## config.mk

```make
export PLATFORM = sky130hd
export DESIGN_NAME = ext_irq_unit
export DESIGN_NICKNAME = d
export VERILOG_FILES = /design/src/rtl/ext_irq_pkg.sv /design/src/rtl/ext_irq_sync.sv /design/src/rtl/ext_irq_chan.sv /design/src/rtl/ext_irq_regs.sv /design/src/rtl/ext_irq_unit.sv
export SDC_FILE = /design/constraint.sdc
export NUM_CORES = 1
export LEC_CHECK = 0
export BUFFER_PORTS_ARGS = -buffer_cell sky130_fd_sc_hd__buf_2
export CAP_MARGIN = 20
export CORE_AREA = 2 2 52 54
export CTS_CLUSTER_SIZE = 20
export DETAILED_ROUTE_END_ITERATION = 10
export DIE_AREA = 0 0 54 56
export MAX_ROUTING_LAYER = met4
export PLACE_DENSITY = 0.79
export SYNTH_ARGS = -nofsm -noshare
export SYNTH_HDL_FRONTEND = slang
export SYNTH_SLANG_ARGS = --single-unit
```

## constraint.sdc

```tcl
create_clock -name clk_i -period 3.5 [get_ports clk_i]
set_clock_uncertainty 0.05 [all_clocks]
set_input_delay 0.875 -clock clk_i [delete_from_list [all_inputs] [get_ports clk_i]]
set_output_delay 0.875 -clock clk_i [all_outputs]
set_load 0.05 [all_outputs]
```

## src/rtl/ext_irq_pkg.sv

```systemverilog
package ext_irq_pkg;
  localparam int REG_IDX_W = 2;

  typedef enum logic [REG_IDX_W-1:0] {
    REG_FLAG = 2'd0,
    REG_WAKE = 2'd1,
    REG_MODE = 2'd2,
    REG_POL  = 2'd3
  } reg_sel_e;
endpackage

```

## src/rtl/ext_irq_sync.sv

```systemverilog
module ext_irq_sync #(
  parameter int W      = 4,
  parameter int STAGES = 2
) (
  input  logic         clk_i,
  input  logic         rst_ni,
  input  logic [W-1:0] d_i,
  output logic [W-1:0] q_o
);
  logic [STAGES-1:0][W-1:0] chain_q;

  always_ff @(posedge clk_i or negedge rst_ni) begin
    if (!rst_ni) chain_q <= '0;
    else         chain_q <= {chain_q[STAGES-2:0], d_i};
  end

  assign q_o = chain_q[STAGES-1];
endmodule

```

## src/rtl/ext_irq_chan.sv

```systemverilog
module ext_irq_chan (
  input  logic clk_i,
  input  logic rst_ni,
  input  logic settled_i,
  input  logic pin_s_i,
  input  logic edge_mode_i,
  input  logic pol_i,
  input  logic clr_i,
  output logic flag_o
);
  logic prev_q, flag_q;
  logic active, edge_hit, set;

  assign active   = (pin_s_i == pol_i);
  assign edge_hit = active && (pin_s_i != prev_q);
  assign set      = settled_i && (edge_mode_i ? edge_hit : active);

  always_ff @(posedge clk_i or negedge rst_ni) begin
    if (!rst_ni) begin
      prev_q <= 1'b0;
      flag_q <= 1'b0;
    end else begin
      prev_q <= pin_s_i;
      // set dominates: a level clear while active is lost
      flag_q <= set | (flag_q & ~clr_i);
    end
  end

  assign flag_o = flag_q;
endmodule

```

## src/rtl/ext_irq_regs.sv

```systemverilog
module ext_irq_regs
  import ext_irq_pkg::*;
#(
  parameter int NUM_CH = 4
) (
  input  logic                 clk_i,
  input  logic                 rst_ni,
  input  logic                 we_i,
  input  logic [REG_IDX_W-1:0] addr_i,
  input  logic [NUM_CH-1:0]    wdata_i,
  input  logic [NUM_CH-1:0]    flag_i,
  output logic [NUM_CH-1:0]    wake_en_o,
  output logic [NUM_CH-1:0]    mode_o,
  output logic [NUM_CH-1:0]    pol_o,
  output logic [NUM_CH-1:0]    clr_o,
  output logic [NUM_CH-1:0]    rdata_o
);
  reg_sel_e sel;
  logic [NUM_CH-1:0] wake_q, mode_q, pol_q;

  assign sel = reg_sel_e'(addr_i);

  always_ff @(posedge clk_i or negedge rst_ni) begin
    if (!rst_ni) begin
      wake_q <= '0;
      mode_q <= '0;
      pol_q  <= '0;
    end else if (we_i) begin
      case (sel)
        REG_WAKE: wake_q <= wdata_i;
        REG_MODE: mode_q <= wdata_i;
        REG_POL:  pol_q  <= wdata_i;
        default:  ;
      endcase
    end
  end

  assign clr_o = (we_i && sel == REG_FLAG) ? wdata_i : '0;

  always_comb begin
    case (sel)
      REG_FLAG: rdata_o = flag_i;
      REG_WAKE: rdata_o = wake_q;
      REG_MODE: rdata_o = mode_q;
      default:  rdata_o = pol_q;
    endcase
  end

  assign wake_en_o = wake_q;
  assign mode_o    = mode_q;
  assign pol_o     = pol_q;
endmodule

```

## src/rtl/ext_irq_unit.sv

```systemverilog
module ext_irq_unit
  import ext_irq_pkg::*;
#(
  parameter int NUM_CH      = 4,
  parameter int SYNC_STAGES = 2,
  parameter int BOOT_CH     = 1
) (
  input  logic                 clk_i,
  input  logic                 rst_ni,
  input  logic [NUM_CH-1:0]    pin_i,
  input  logic                 reg_we_i,
  input  logic [REG_IDX_W-1:0] reg_addr_i,
  input  logic [NUM_CH-1:0]    reg_wdata_i,
  output logic [NUM_CH-1:0]    reg_rdata_o,
  output logic [NUM_CH-1:0]    irq_o,
  output logic [NUM_CH-1:0]    wake_o,
  output logic                 boot_req_o
);
  localparam int SETTLE = SYNC_STAGES + 1;
  localparam int CNT_W  = $clog2(SETTLE + 1);

  logic [NUM_CH-1:0] pin_s, flags, wake_en, mode, pol, clr;
  logic [CNT_W-1:0]  settle_q;
  logic              settled, boot_q;

  ext_irq_sync #(.W(NUM_CH), .STAGES(SYNC_STAGES)) u_sync (
    .clk_i (clk_i),
    .rst_ni(rst_ni),
    .d_i   (pin_i),
    .q_o   (pin_s)
  );

  // settled once the chain and the edge history hold real samples
  always_ff @(posedge clk_i or negedge rst_ni) begin
    if (!rst_ni) begin
      settle_q <= '0;
      boot_q   <= 1'b0;
    end else if (!settled) begin
      settle_q <= settle_q + 1'b1;
      if (settle_q == CNT_W'(SYNC_STAGES)) boot_q <= ~pin_s[BOOT_CH];
    end
  end

  assign settled = (settle_q == CNT_W'(SETTLE));

  ext_irq_regs #(.NUM_CH(NUM_CH)) u_regs (
    .clk_i    (clk_i),
    .rst_ni   (rst_ni),
    .we_i     (reg_we_i),
    .addr_i   (reg_addr_i),
    .wdata_i  (reg_wdata_i),
    .flag_i   (flags),
    .wake_en_o(wake_en),
    .mode_o   (mode),
    .pol_o    (pol),
    .clr_o    (clr),
    .rdata_o  (reg_rdata_o)
  );

  for (genvar i = 0; i < NUM_CH; i++) begin : g_ch
    ext_irq_chan u_chan (
      .clk_i      (clk_i),
      .rst_ni     (rst_ni),
      .settled_i  (settled),
      .pin_s_i    (pin_s[i]),
      .edge_mode_i(mode[i]),
      .pol_i      (pol[i]),
      .clr_i      (clr[i]),
      .flag_o     (flags[i])
    );
  end

  assign irq_o      = flags;
  assign wake_o     = flags & wake_en;
  assign boot_req_o = boot_q;
endmodule

```

## After elaboration in Yosys (flattened, before gate mapping)

Index checks and enable logic that the tools add are counted.
Widths: inputs -> output; s select.

| operators by class | value |
|---|---|
| add/sub/neg operators | 1 |
| $mul | 0 |
| divide/modulo/power cells | 0 |
| magnitude comparators | 0 |
| eq/ne operators | 13 |
| shift-type cells | 0 |
| muxes and demuxes | 6 |
| bitwise gates (word level) | 15 |
| reductions and logical operators | 14 |

Operator list:

| kind | count |
|---|---|
| $pmux 4 s3 | 1 |
| $logic_and 1x1->1 | 9 |
| $eq 2x2->1 const B | 4 |
| $reduce_and 2->1 | 4 |
| $not 1->1 | 6 |
| $and 1x1->1 | 4 |
| $and 4x4->4 | 1 |
| $eq 1x1->1 | 4 |
| $mux 1 | 4 |
| $mux 4 | 1 |
| $ne 1x1->1 | 4 |
| $or 1x1->1 | 4 |
| $add 2x1->2 const B | 1 |
| $eq 2x1->1 const B | 1 |
| $logic_not 2->1 | 1 |

| storage, ports and cells | value |
|---|---|
| register bits after elaboration | 31 |
| latch bits | 0 |
| RAM bits | 0 |
| memory bits (read-only) | 0 |
| bits of input ports | 13 |
| output and inout port bits | 13 |
| logic and storage cells | 64 |
| memories | 0 |

## Logic depth before layout (Yosys ltp)

Gate-level depths: netlist of the first run.

| logic depth | value |
|---|---|
| depth in word-level cells | 6 |
| mapped depth | 4 |
| mapped depth without buffers | 3 |

## Cells and area by module

A second synthesis of the first run with hierarchy kept.

| unflattened totals | value |
|---|---|
| cells, all modules | 94 |
| area total of the unflattened synthesis | 1,390.1 um^2 |

By module, submodules not included:

| module | times used | cells an instance | area each (um^2) | seq. area each (um^2) |
|---|---|---|---|---|
| ext_irq_regs | 1 | 38 | 646.9 | 300.3 |
| ext_irq_chan | 4 | 7 | 85.1 | 50.0 |
| ext_irq_sync | 1 | 12 | 230.2 | 200.2 |
| ext_irq_unit | 1 | 16 | 172.7 | 75.1 |

## Worst setup path after synthesis of the first run

No wires, ideal clock.

| path | value |
|---|---|
| path type | input -> output |
| from | input port reg_addr_i[0] |
| to | output port reg_rdata_o[2] |
| arrival time | 1,636 ps |
| data required time | 2,575 ps |
| path slack | 939 ps |
| cell stages on the path | 2 |
| buffers on the path | 1 |
| path through | buf_6 -> mux4_2 |

| between the ends | value |
|---|---|
| word-level cells in the longest chain between the ends | 2 |
| elaborated cells on any way between the ends | 4 |
| classes of those cells | 2 x eq/ne; 1 x mux; 1 x reduce/logical |

Ends and longest elaborated chain:

| what | RTL line | text |
|---|---|---|
| start: declaration | ext_irq_unit.sv:12 | `input logic [REG_IDX_W-1:0] reg_addr_i,` |
| $eq 2x2->1, or another cell as far along | ext_irq_regs.sv:41 | `case (sel)` |
| $pmux 4 s3 * | ext_irq_regs.sv:41 |  |
| end: declaration | ext_irq_unit.sv:14 | `output logic [NUM_CH-1:0] reg_rdata_o,` |

Mark *: on every way between the ends. The rest lies on a longest branch, timed or not.

## Worst setup path in the final report of the first run

| path | value |
|---|---|
| from | input port reg_addr_i[1] |
| to | output port reg_rdata_o[0] |

The elaborated chain is that of the path after synthesis.

==> qor.yml, run 1 <==
peakVddDrop_uv: 393
clk_path_buf_depth: 2
drv_cap: 0
io_buffers: 25
p_int_uw: 598
worstSkewPairLatency_ps: 310
final_cell_mix: "dfrtp_1, buf_2, mux2_2"
synth_xor_xnor_area_share_pct: 4.65
synth_mux_area_share_pct: 17.8
hp-class: "flop to flop"
ys_warn_count: 0
critPathKind: "primary input to output pin"
dpl.hpwl_mm: 1.48
syn_to_final_growth_pct: 13.3
min_from: "u_sync.chain_q[2]"
postSynthCellCount: 91
cts_hold_buffers: 0
startpoint_type: "primary input"
final_common_cell: "dfrtp_1"
finalPower_uw: 881
gr-total-overflow: 0
arrival_ps: 1830
syn_avg_cell_area_um2: 14.5
synthAdderAreaFrac_pct: 1.90
drc: 0
cts_resized: 0
finalSetupTns_ps: 0
pin_count: 26
grt_pass1_wl_mm: 3.48
synth_top_cell_by_area: "dfrtp_1"
layout-drive-gt1-share_pct: 41.9
cts_max_level: 2
synth_top_family_by_area: "multiplexers"
power_frac_comb_pct: 25.6
cts.clk_slew.worst_paths_ps: 90
routed_wl_mm: 2.05
finalWeightedCongestion: 0.699
endpoint_kind: "output pin"
hold_violations: 0
period_needed_ps: 2750
wl_per_cell_um: 13.9
crit_start: "reg_addr_i[1]"
whs_ps: 306
cp.required_ps: 2570
p_seq_share_pct: 48.6
syn_nets: 106
fillCellCount: 195
multi_input_area_um2: 479
die_w_um: 54
rsz0062_at_grt: "no"
die_y_um: 56
timing.rr.start: "settle_q[0]"
antenna_cells: 0
layout.nets: 131
clkPwrFrac_pct: 25.7
ys_types: 21
fmax_mhz: 364
yosys_register_bits: 31
dr.pass1.iters: 3
ys_top_cells_by_area: "dfrtp_1, mux2_2, mux4_2, xnor2_1, a32o_1"
reg2reg_slack_ps: 2320
grt_max_degree: 32
p_sw_uw: 283
antenna_left: 0
num_vias: 774
seq_area_frac_synth_pct: 58.8
track_usage_pct: 16.6
syn-cell-area_um2: 1320
seqCellArea_um2: 776
vias_per_cell: 5.27
max_slew_margin_pct: 56.0
p_per_area_nw_per_um2: 590
die_area_um2: 3020
start_util_pct: 54.2
yosys.area_share.simple_pct: 7.40
core_um2: 2430
antenna_found_initial: 0
grt_pass1_vias: 765
tightest_slew_ps: 660
synth_compound_area_share_pct: 4.55
finalSetupViolations: 0
power.leakage_nw: 0.660
numCtsBuffers: 5
drt-initial-drc-count: 4
cp_max_fo: 8
finalCritPeriodShare_pct: 78.6
cts_tree: "done"
p_sw_share_pct: 32.1
synth_top_cell_area_share_pct: 58.8
post-cts-setup-buffer-count: 0
drv_slew: 0
num_rows: 18
numClockSinks: 31
status: "finished clean"
root_buffer: "clkbuf_4"
-- path summary, 6_finish.rpt --
check | endpoint | cells after the start
max | reg_rdata_o[0] | 3
min | u_sync.q_o[2] | 0
max reg2reg | g_ch[1].u_chan.flag_o | 2
min reg2reg | u_sync.q_o[2] | 0
max in group asynchronous | u_regs.wake_en_o[3] | 1
min in group asynchronous | boot_req_o | 1
-- metrics by stage --
| stage | util, % | cells | setup WS [ps] | cell area (um2) |
|---|---|---|---|---|
| floorplan | - | 91 | 939 | 1320 |
| global placement | 58.6 | 139 | 747 | 1430 |
| detailed placement | 58.6 | 139 | 740 | 1430 |
| CTS | 61.4 | 147 | 743 | 1490 |
| global route | 61.4 | 147 | 713 | 1490 |
| finish | 61.4 | 147 | 749 | 1490 |
-- final cells by class --
type | instances | area share, %
Sequential cell | 31 | 51.9
Inverter | 2 | 0.503
Clock buffer | 8 | 4.61
Tap cell | 30 | 2.51
Timing Repair Buffer | 25 | 8.38
Multi-Input combinational cell | 51 | 32.1
-- state kept, by name, indices dropped and copies added, names as in the netlist --
register	flops
settle_q	2
boot_req_o	1
u_regs.mode_o	4
g_ch.u_chan.prev_q	4
u_regs.pol_o	4
u_regs.wake_en_o	4
u_sync.q_o	4
u_sync.chain_q	4
g_ch.u_chan.flag_o	4
-- cell families after synthesis --
| group | Yosys count |
|---|---|
| multiplexers | 17 |
| adder cells (fa/ha/maj) | 2 |
| AND/OR/NAND/NOR | 18 |
| buffers and inverters | 9 |
| XOR/XNOR | 7 |
| AO/OA/AOI/OAI | 7 |
| flip-flops | 31 |
-- synthesized netlist by cell type --
cell and instances:
a21boi_0 1, nor3b_2 1, clkbuf_1 1, buf_4 4, nand3_1 1, nand2_1 8, nand2b_1 1, mux2i_1 1
mux4_2 4, xnor2_1 7, ha_1 2, a22o_1 2, and2_1 4, mux2_2 12, nor2_1 1, nand3b_1 2
dfrtp_1 31, buf_6 2, o21ai_0 1, inv_1 2, a32o_1 3
-- worst max-delay path, stage by stage --
cell and delay (ps):
buf_2 200, mux4_2 530, buf_2 230
-- power by group through the flow --
stage	registers (mW)	clock network, mW	logic [mW]
floorplan	0.429	0	0.189
global placement	0.434	0	0.224
detailed placement	0.436	0	0.228
CTS	0.429	0.236	0.228
global route	0.434	0.255	0.243
finish	0.429	0.227	0.226
-- per-layer routing --
metal,up-vias,wire length [um],share of wire (%),GRT usage [%]
li1,364,-,-,-
met1,384,885,43,20.5
met2,22,1020,50,24.7
met3,4,117,5.7,5.91
met4,0,21,1.0,6.43
met5,-,0,0,-
Power figures use the tool's default switching activity.
==> run 2: changes to the inputs <==
--- a/config.mk
+++ b/config.mk
@@ -7,12 +7,12 @@
 export LEC_CHECK = 0
 export BUFFER_PORTS_ARGS = -buffer_cell sky130_fd_sc_hd__buf_2
 export CAP_MARGIN = 20
-export CORE_AREA = 2 2 52 54
+export CORE_AREA = 2 2 56 58
 export CTS_CLUSTER_SIZE = 20
 export DETAILED_ROUTE_END_ITERATION = 10
-export DIE_AREA = 0 0 54 56
+export DIE_AREA = 0 0 58 60
 export MAX_ROUTING_LAYER = met4
-export PLACE_DENSITY = 0.79
+export PLACE_DENSITY = 0.72
 export SYNTH_ARGS = -nofsm -noshare
 export SYNTH_HDL_FRONTEND = slang
 export SYNTH_SLANG_ARGS = --single-unit
==> constraint.sdc (replaced) <==
create_clock -name clk_i -period 2.4 [get_ports clk_i]
set_clock_uncertainty 0.05 [all_clocks]
set_input_delay 0.6 -clock clk_i [delete_from_list [all_inputs] [get_ports clk_i]]
set_output_delay 0.6 -clock clk_i [all_outputs]
set_load 0.05 [all_outputs]
==> run 2 against run 1 <==
  * Sequential share of layout area decreased by 0.13 points
  * Non-clock buffer count unchanged
  * Combinational power increased by 46%
  * Total power increased by 47%
  * Final cell count increased by 2.0%
  * Die area increased by 15%
  * Critical path depth unchanged
  * Worst hold slack got worse by 61 ps
  * Largest cell class unchanged
  * Highest routed layer unchanged
==> qor.yml, run 2 (same netlist as run 1, synthesis figures left out) <==
hold_violations: 0
r2r_end: "g_ch[2].u_chan.flag_o"
status: "finished clean"
hp-class: "primary input to asynchronous set/reset pin"
cts_hold_buffers: 0
rsz0062_at_grt: "no"
track_usage_pct: 15.3
numCtsBuffers: 5
worstSkewPairLatency_ps: 330
fin_ws_ps: 186
highest_layer: "met4"
clk_path_buf_depth: 2
crit_path_frequent_cell: "buf_2"
die_w_um: 58
cts_max_level: 2
cp.required_ps: 1750
numClockSinks: 31
dr.pass1.iters: 3
layout-drive-gt1-share_pct: 41.9
io_buffers: 25
max_slew_margin_pct: 56.1
cp.depth: 3
cts.clk_slew.worst_paths_ps: 90
core_um2: 2900
finalWeightedCongestion: 0.682
drt-initial-drc-count: 18
cts_tree: "done"
wl_per_cell_um: 14.2
pin_count: 26
root_buffer: "clkbuf_4"
cp_top_family: "multiplexers"
endpoint_kind: "output pin"
p_per_area_nw_per_um2: 863
antenna_left: 0
grt_pass1_vias: 730
power.leakage_nw: 0.660
gr-total-overflow: 0
arrival_ps: 1560
drc: 0
die_y_um: 60
routed_wl_mm: 2.12
grt_max_degree: 32
num_rows: 20
period_needed_ps: 2210
critPathMaxStageDelay_ps: 530
cts_resized: 0
finalSetupTns_ps: 0
vias_per_cell: 5.21
peakVddDrop_uv: 560
post-cts-setup-buffer-count: 0
reg2reg_depth: 2
path_cells: "buf_2 > mux4_2 > buf_2"
timing.rr.start: "settle_q[0]"
final_cell_mix: "dfrtp_1, buf_2, mux2_2"
drv_cap: 0
finalSetupViolations: 0
tightest_slew_ps: 659
cp_max_fo: 8
cp_slowest_cell: "mux4_2"
antenna_found_initial: 0
dpl.hpwl_mm: 1.55
drv_slew: 0
reg2reg_slack_ps: 1240
fmax_mhz: 452
final_common_cell: "dfrtp_1"
critPathKind: "primary input to output pin"
startpoint_type: "primary input"
finalCritPeriodShare_pct: 92.2
met1_length_um: 923
pre_cts_slack_ps: 184
syn_to_final_growth_pct: 13.6
start_util_pct: 45.4
antenna_cells: 0
die_area_um2: 3480
grt_pass1_wl_mm: 3.49
met2_wirelength_mm: 1.04
layout.nets: 131
cp.buffers_inverters: 2
num_vias: 781
wl_met3_um: 110
run 2: cell counts in the layout (fill, tap and decap cells not counted):
No cell type changed its count.
run 2: how the worst max path moves through the flow:
stage / startpoint / to / slack, ps
after floorplan: reg_addr_i[0] / reg_rdata_o[2] / 390
after global placement: reg_addr_i[1] / reg_rdata_o[0] / 190
after detailed placement: reg_addr_i[1] / reg_rdata_o[0] / 180
after CTS: reg_addr_i[1] / reg_rdata_o[0] / 180
after global routing: reg_addr_i[1] / reg_rdata_o[0] / 150
final: reg_addr_i[0] / reg_rdata_o[2] / 190
run 2: cell type report:
type                       count  area [um2]
fill                         267        1410
sequential                    31         776
multi-input combinational     51         479
timing repair buffer          25         125
clock buffer                   8        68.8
tap                           33        41.3
inverter                       2        7.51
run 2: power breakdown:
| part | internal, mW | leakage [nW] | total (mW) | switching (mW) |
|---|---|---|---|---|
| Combinational | 0.121 | 0.273 | 0.330 | 0.209 |
| Clock | 0.172 | 0.0386 | 0.336 | 0.164 |
| Sequential | 0.579 | 0.348 | 0.626 | 0.0462 |
| Total | 0.873 | 0.660 | 1.29 | 0.420 |
run 2: through the flow:
step                std cells  total power, mW  utilization, %  hold WS, ps  instance area [um2]
floorplan                  91            0.902               -          254                 1320
global placement          142            0.962            49.2          282                 1430
detailed placement        142            0.971            49.2          288                 1430
CTS                       150             1.31            51.6          258                 1500
global route              150             1.36            51.6          275                 1500
finish                    150             1.29            51.6          245                 1500
run 2: layer usage:
layer / global-route usage, % / vias up
met5: - / -
met4: 12.0 / 0
met3: 5.41 / 5
met2: 21.1 / 21
met1: 18.0 / 389
li1: - / 366
run 2: worst register-to-register path, stage by stage (launching register included):
cell and delay, ps:
dfrtp_1 420, ha_1 320, a32o_1 270
